--- src/rtl/burst_seq_pkg.sv ---
package burst_seq_pkg;

  typedef enum logic {
    ORD_LINEAR     = 1'b0,
    ORD_INTERLEAVE = 1'b1
  } burst_order_e;

  typedef enum logic [1:0] {
    ACT_HOLD = 2'd0,
    ACT_LOAD = 2'd1,
    ACT_STEP = 2'd2
  } seq_act_e;

endpackage

--- src/rtl/burst_strobe_decode.sv ---
module burst_strobe_decode
  import burst_seq_pkg::*;
(
  input  logic     strb_proc_n,
  input  logic     strb_ctrl_n,
  input  logic     cen_n,
  input  logic     adv_n,
  output seq_act_e act
);

  logic proc_take;
  logic ctrl_take;

  // The processor strobe needs the enable; the controller strobe yields to it.
  assign proc_take = ~strb_proc_n & ~cen_n;
  assign ctrl_take = strb_proc_n & ~strb_ctrl_n;

  always_comb begin
    act = ACT_HOLD;
    if (proc_take || ctrl_take) begin
      act = ACT_LOAD;
    end else if (strb_ctrl_n && !adv_n) begin
      act = ACT_STEP;
    end
  end

endmodule

--- src/rtl/burst_beat_ctr.sv ---
module burst_beat_ctr
  import burst_seq_pkg::*;
#(
  parameter int BEAT_W = 2
) (
  input  logic              clk,
  input  logic              rst_n,
  input  seq_act_e          act,
  output logic [BEAT_W-1:0] beat
);

  logic [BEAT_W-1:0] beat_d;
  logic              beat_en;

  always_comb begin
    beat_en = 1'b0;
    beat_d  = beat;
    case (act)
      ACT_LOAD: begin beat_en = 1'b1; beat_d = '0;        end
      ACT_STEP: begin beat_en = 1'b1; beat_d = beat + 1'b1; end
      default:  begin beat_en = 1'b0; beat_d = beat;      end
    endcase
  end

  always_ff @(posedge clk or negedge rst_n) begin
    if (!rst_n) begin
      beat <= '0;
    end else if (beat_en) begin
      beat <= beat_d;
    end
  end

endmodule

--- src/rtl/burst_base_reg.sv ---
module burst_base_reg #(
  parameter int ADDR_W = 16
) (
  input  logic              clk,
  input  logic              rst_n,
  input  logic              load_en,
  input  logic [ADDR_W-1:0] d,
  output logic [ADDR_W-1:0] q
);

  always_ff @(posedge clk or negedge rst_n) begin
    if (!rst_n) begin
      q <= '0;
    end else if (load_en) begin
      q <= d;
    end
  end

endmodule

--- src/rtl/burst_order_map.sv ---
module burst_order_map
  import burst_seq_pkg::*;
#(
  parameter int BEAT_W = 2
) (
  input  logic [BEAT_W-1:0] start,
  input  logic [BEAT_W-1:0] beat,
  input  burst_order_e      order,
  output logic [BEAT_W-1:0] low
);

  logic [BEAT_W-1:0] lin_low;
  logic [BEAT_W-1:0] ilv_low;

  // Linear: modular add, carry out of the top bit dropped.
  assign lin_low = start + beat;

  // Interleaved: each bit flips independently.
  for (genvar i = 0; i < BEAT_W; i++) begin : g_ilv
    assign ilv_low[i] = start[i] ^ beat[i];
  end

  assign low = (order == ORD_INTERLEAVE) ? ilv_low : lin_low;

endmodule

--- src/rtl/burst_addr_seq.sv ---
module burst_addr_seq
  import burst_seq_pkg::*;
#(
  parameter int ADDR_W = 16,
  parameter int BEAT_W = 2
) (
  input  logic              clk,
  input  logic              rst_n,
  input  logic              strb_proc_n,
  input  logic              strb_ctrl_n,
  input  logic              cen_n,
  input  logic              adv_n,
  input  logic              order_sel,
  input  logic [ADDR_W-1:0] ext_addr,
  output logic [ADDR_W-1:0] arr_addr
);

  localparam int HI_W = ADDR_W - BEAT_W;

  seq_act_e          act;
  logic [BEAT_W-1:0] beat;
  logic [ADDR_W-1:0] base;
  logic [BEAT_W-1:0] low;
  burst_order_e      order;

  assign order = burst_order_e'(order_sel);

  burst_strobe_decode u_dec (
    .strb_proc_n (strb_proc_n),
    .strb_ctrl_n (strb_ctrl_n),
    .cen_n       (cen_n),
    .adv_n       (adv_n),
    .act         (act)
  );

  burst_beat_ctr #(.BEAT_W(BEAT_W)) u_beat (
    .clk   (clk),
    .rst_n (rst_n),
    .act   (act),
    .beat  (beat)
  );

  burst_base_reg #(.ADDR_W(ADDR_W)) u_base (
    .clk     (clk),
    .rst_n   (rst_n),
    .load_en (act == ACT_LOAD),
    .d       (ext_addr),
    .q       (base)
  );

  burst_order_map #(.BEAT_W(BEAT_W)) u_map (
    .start (base[BEAT_W-1:0]),
    .beat  (beat),
    .order (order),
    .low   (low)
  );

  assign arr_addr = {base[ADDR_W-1 -: HI_W], low};

endmodule

--- config.mk ---
export PLATFORM = sky130hd
export DESIGN_NAME = burst_addr_seq
export DESIGN_NICKNAME = d
export VERILOG_FILES = /design/src/rtl/burst_seq_pkg.sv /design/src/rtl/burst_strobe_decode.sv /design/src/rtl/burst_beat_ctr.sv /design/src/rtl/burst_base_reg.sv /design/src/rtl/burst_order_map.sv /design/src/rtl/burst_addr_seq.sv
export SDC_FILE = /design/constraint.sdc
export NUM_CORES = 1
export LEC_CHECK = 0
export ABC_AREA = 1
export BUFFER_PORTS_ARGS = -buffer_cell sky130_fd_sc_hd__buf_4
export CAP_MARGIN = 25
export CORE_UTILIZATION = 41
export DETAILED_ROUTE_END_ITERATION = 6
export PLACE_DENSITY = 0.83
export SKIP_LAST_GASP = 1
export SYNTH_ARGS = -nofsm -noshare
export SYNTH_HDL_FRONTEND = slang
export SYNTH_SLANG_ARGS = --single-unit
--- constraint.sdc ---
create_clock -name clk -period 0.8 [get_ports clk]
set_input_delay 0.04 -clock clk [delete_from_list [all_inputs] [get_ports clk]]
set_output_delay 0.04 -clock clk [all_outputs]
set_load 0.03 [all_outputs]
==> results.md <==
* Status: complete, but fails checks
* Violated checks: negative setup slack
* PwrDens at 1710 mW/mm^2
* Routed vias at 916
* Crit end category: primary output
* Routability Congestion at 0.724
* Die ar. at 0.00243 mm^2
* Reg2Reg Depth at 5
* Port buffer count at 38
* Leak Pwr at 0.000828 uW
* Total grt overflow at 0
* CP Data Required Time at 760 ps
* Remaining DRCs at 0
* Ranking of synthesized cells by area: dfrtp_1 49%, nand2_1 17%, buf_4 12%
* Post-DR wirelength/cell at 13.6 um
* Dpl ws at -210 ps
* First-pass GRT wire length at 4020 um
* Total Routing Usage GR at 22.0%
* Clock Root Buffer: clkbuf_4
* Critical Path Stages at 6
* Worst Setup Start Kind: flop
* 1st-iter DRT viols at 11
* Syn Nets at 134
* RSZ-0062 raised after global routing: yes
* Mapped cell area at 918 um^2
* Worst Skew at 0.483 ps
* Detailed Place HPWL at 1560 um
* Layout cells sized above 1 at 39.2%
* Peak supply drop at 1.39 mV
* Register area share after synthesis at 49.0%
* YS warnings at 0
* CP Capture Point: arr_addr[1]
* Clk buf depth at 2
* Post-synth top area cell: dfrtp_1
* Setup ws final at -530 ps
* Post-synth ARST share at 100%
* Post-synthesis register bit count at 18
* WP buf/inv at 2
* Crit path DAT at 1290 ps
* Via density at 4.75
* CTS tree: done
* Clock slew at reported path FFs at 100 ps
* Syn_area_per_cell at 8.35 um^2
* DRT Wirelength at 2630 um
* Antenna Cells at 0
* Slew HR at 84.4%
* Floorplan row count at 16
* Total Nets Final at 191
* First element of the critical path: u_beat.beat[0]
* TNS Setup at -2380 ps
* Cell Count, Final, Fillers Out at 193
* Initial antenna violation count at 0
* CORE AREA at 0.00204 mm^2
* R2r setup slk at -100 ps
* Core Util, Final at 74.0%
* Crit path max fanout at 2
* Clock Latency Late Sink at 300 ps
* CTS Buf Count at 3
* FF-to-FF End: u_beat.beat[1]
* Setup Viol. Count Final at 19
* Crit Path Category: flop to primary output
* Pins Over Slew Limit at 0
* Pin count of the biggest net entering global routing at 19
* Critical register-to-register path startpoint: u_beat.beat[0]
* Detailed Routing Iterations Pass 1 at 5
* Gate Count Post-Synth at 110
* Placed insts at 162
* Count leader, synth: nand2_1
* Vias in the first global route at 925
* CTS Sinks at 18
* Initial Utilization at 45.0%
* Final Critical Period at 1330 ps
* H-Tree Depth at 1
* Slowest-stage cell, CP: dfrtp_1
* DRT antenna net count at 0
* Max incr delay on CP at 430 ps
* CP cell instances: ha_4 -> nand2_2 -> nand3_1 -> nand2_1 -> inv_2 -> buf_6
* Fin. Hold Viols at 0
* Post-synth top area share at 49.0%
* Final worst-path cycle share at 166%
* Number of synthesized flops with an enable pin at 0
* Ys flop type: dfrtp_1
* Hold crit path type: primary input to flop
* Die W at 49.3 um
* Netlist cell types at 13
* Die Ht at 49.3 um
* Worst slew pin tran at 234 ps
* # IOs at 39
* Synthesis-to-layout area growth at 64.4%
* F_max at 752 MHz
* Delay-heaviest family, CP: flip-flops
* Maxcap violations at 0
* List of most frequent post-synthesis cells: 41 x nand2_1, 18 x dfrtp_1, 18 x nand3_1, 15 x buf_4, 7 x inv_1
-- worst min path at each step --
stage,from,end,slack (ps),cells after the start
floorplan,rst_n,u_base.q[0],-260,0
global placement,rst_n,u_base.q[2],-90,1
detailed placement,rst_n,u_base.q[11],-80,1
CTS,ext_addr[12],u_base.q[12],0.2,3
global route,ext_addr[3],u_base.q[3],-8,3
finish,ext_addr[3],u_base.q[3],10,3
-- cell type report --
| type | instances | area (um^2) |
|---|---|---|
| Multi-Input combinational cell | 67 | 329 |
| Sequential cell | 18 | 450 |
| Clock buffer | 4 | 36.3 |
| Fill cell | 146 | 532 |
| Tap cell | 27 | 33.8 |
| Inverter | 8 | 30.0 |
| Timing Repair Buffer | 69 | 631 |
-- tightest hold or removal path: cells and delay by family --
kind	cells	cell delay [ps]
buffers and inverters	1	80
and+or+nand+nor	2	160
-- registers in the layout, indices dropped and copies added (netlist names) --
name         cells
u_base.q        16
u_beat.beat      2
-- metal layers --
| layer | share of wire (%) | vias to the layer above | global-route usage, % |
|---|---|---|---|
| met4 | 4.1 | 0 | 15.2 |
| met1 | 39 | 432 | 23.7 |
| li1 | - | 447 | - |
| met5 | 0 | - | 0 |
| met3 | 2.7 | 11 | 2.18 |
| met2 | 54 | 26 | 40.0 |
-- cells in the final DEF, fill, tap and decap left out, drive strengths merged --
cell type    count
clkbuf           4
dfrtp           18
nand3           18
buf             53
dlygate4sd3     16
nor2             2
nand2           44
ha               1
nand4            1
inv              8
a21oi            1
-- timing repair --
item | 4_1_cts | 5_1_grt
setup buffers | 6 | 7
hold endpoints to repair | 32 | 1
gates resized for setup | 18 | 1
hold buffers | 15 | 1
endpoints found under the setup margin | 18 | 18
pin swaps | 2 | 3
-- where the power goes --
group | total [uW] | switching (uW) | internal [uW]
Combinational | 938 | 469 | 469
Clock | 573 | 295 | 278
Sequential | 1080 | 73.0 | 1010
Total | 2590 | 837 | 1750
-- kinds of logic (layout without fill, tap and decap cells) --
logic type | Yosys count | in the layout | share of synthesized area [%]
simple gates | 65 | 65 | 31.7
buf+inv | 25 | 81 | 17.3
flops | 18 | 18 | 49.0
fa+ha+maj | 1 | 1 | 1.36
compound gates | 1 | 1 | 0.544
-- metrics by stage --
step	hold slack (ps)	total power (uW)	area, um^2
2_1_floorplan	-256	1580	921
3_3_place_gp	-85.5	1750	1150
3_5_place_dp	-78.2	1780	1150
4_1_cts	0.245	2500	1450
5_1_grt	-8.37	2700	1510
6_report	13.9	2590	1510
(Power assumes the default switching activity.)
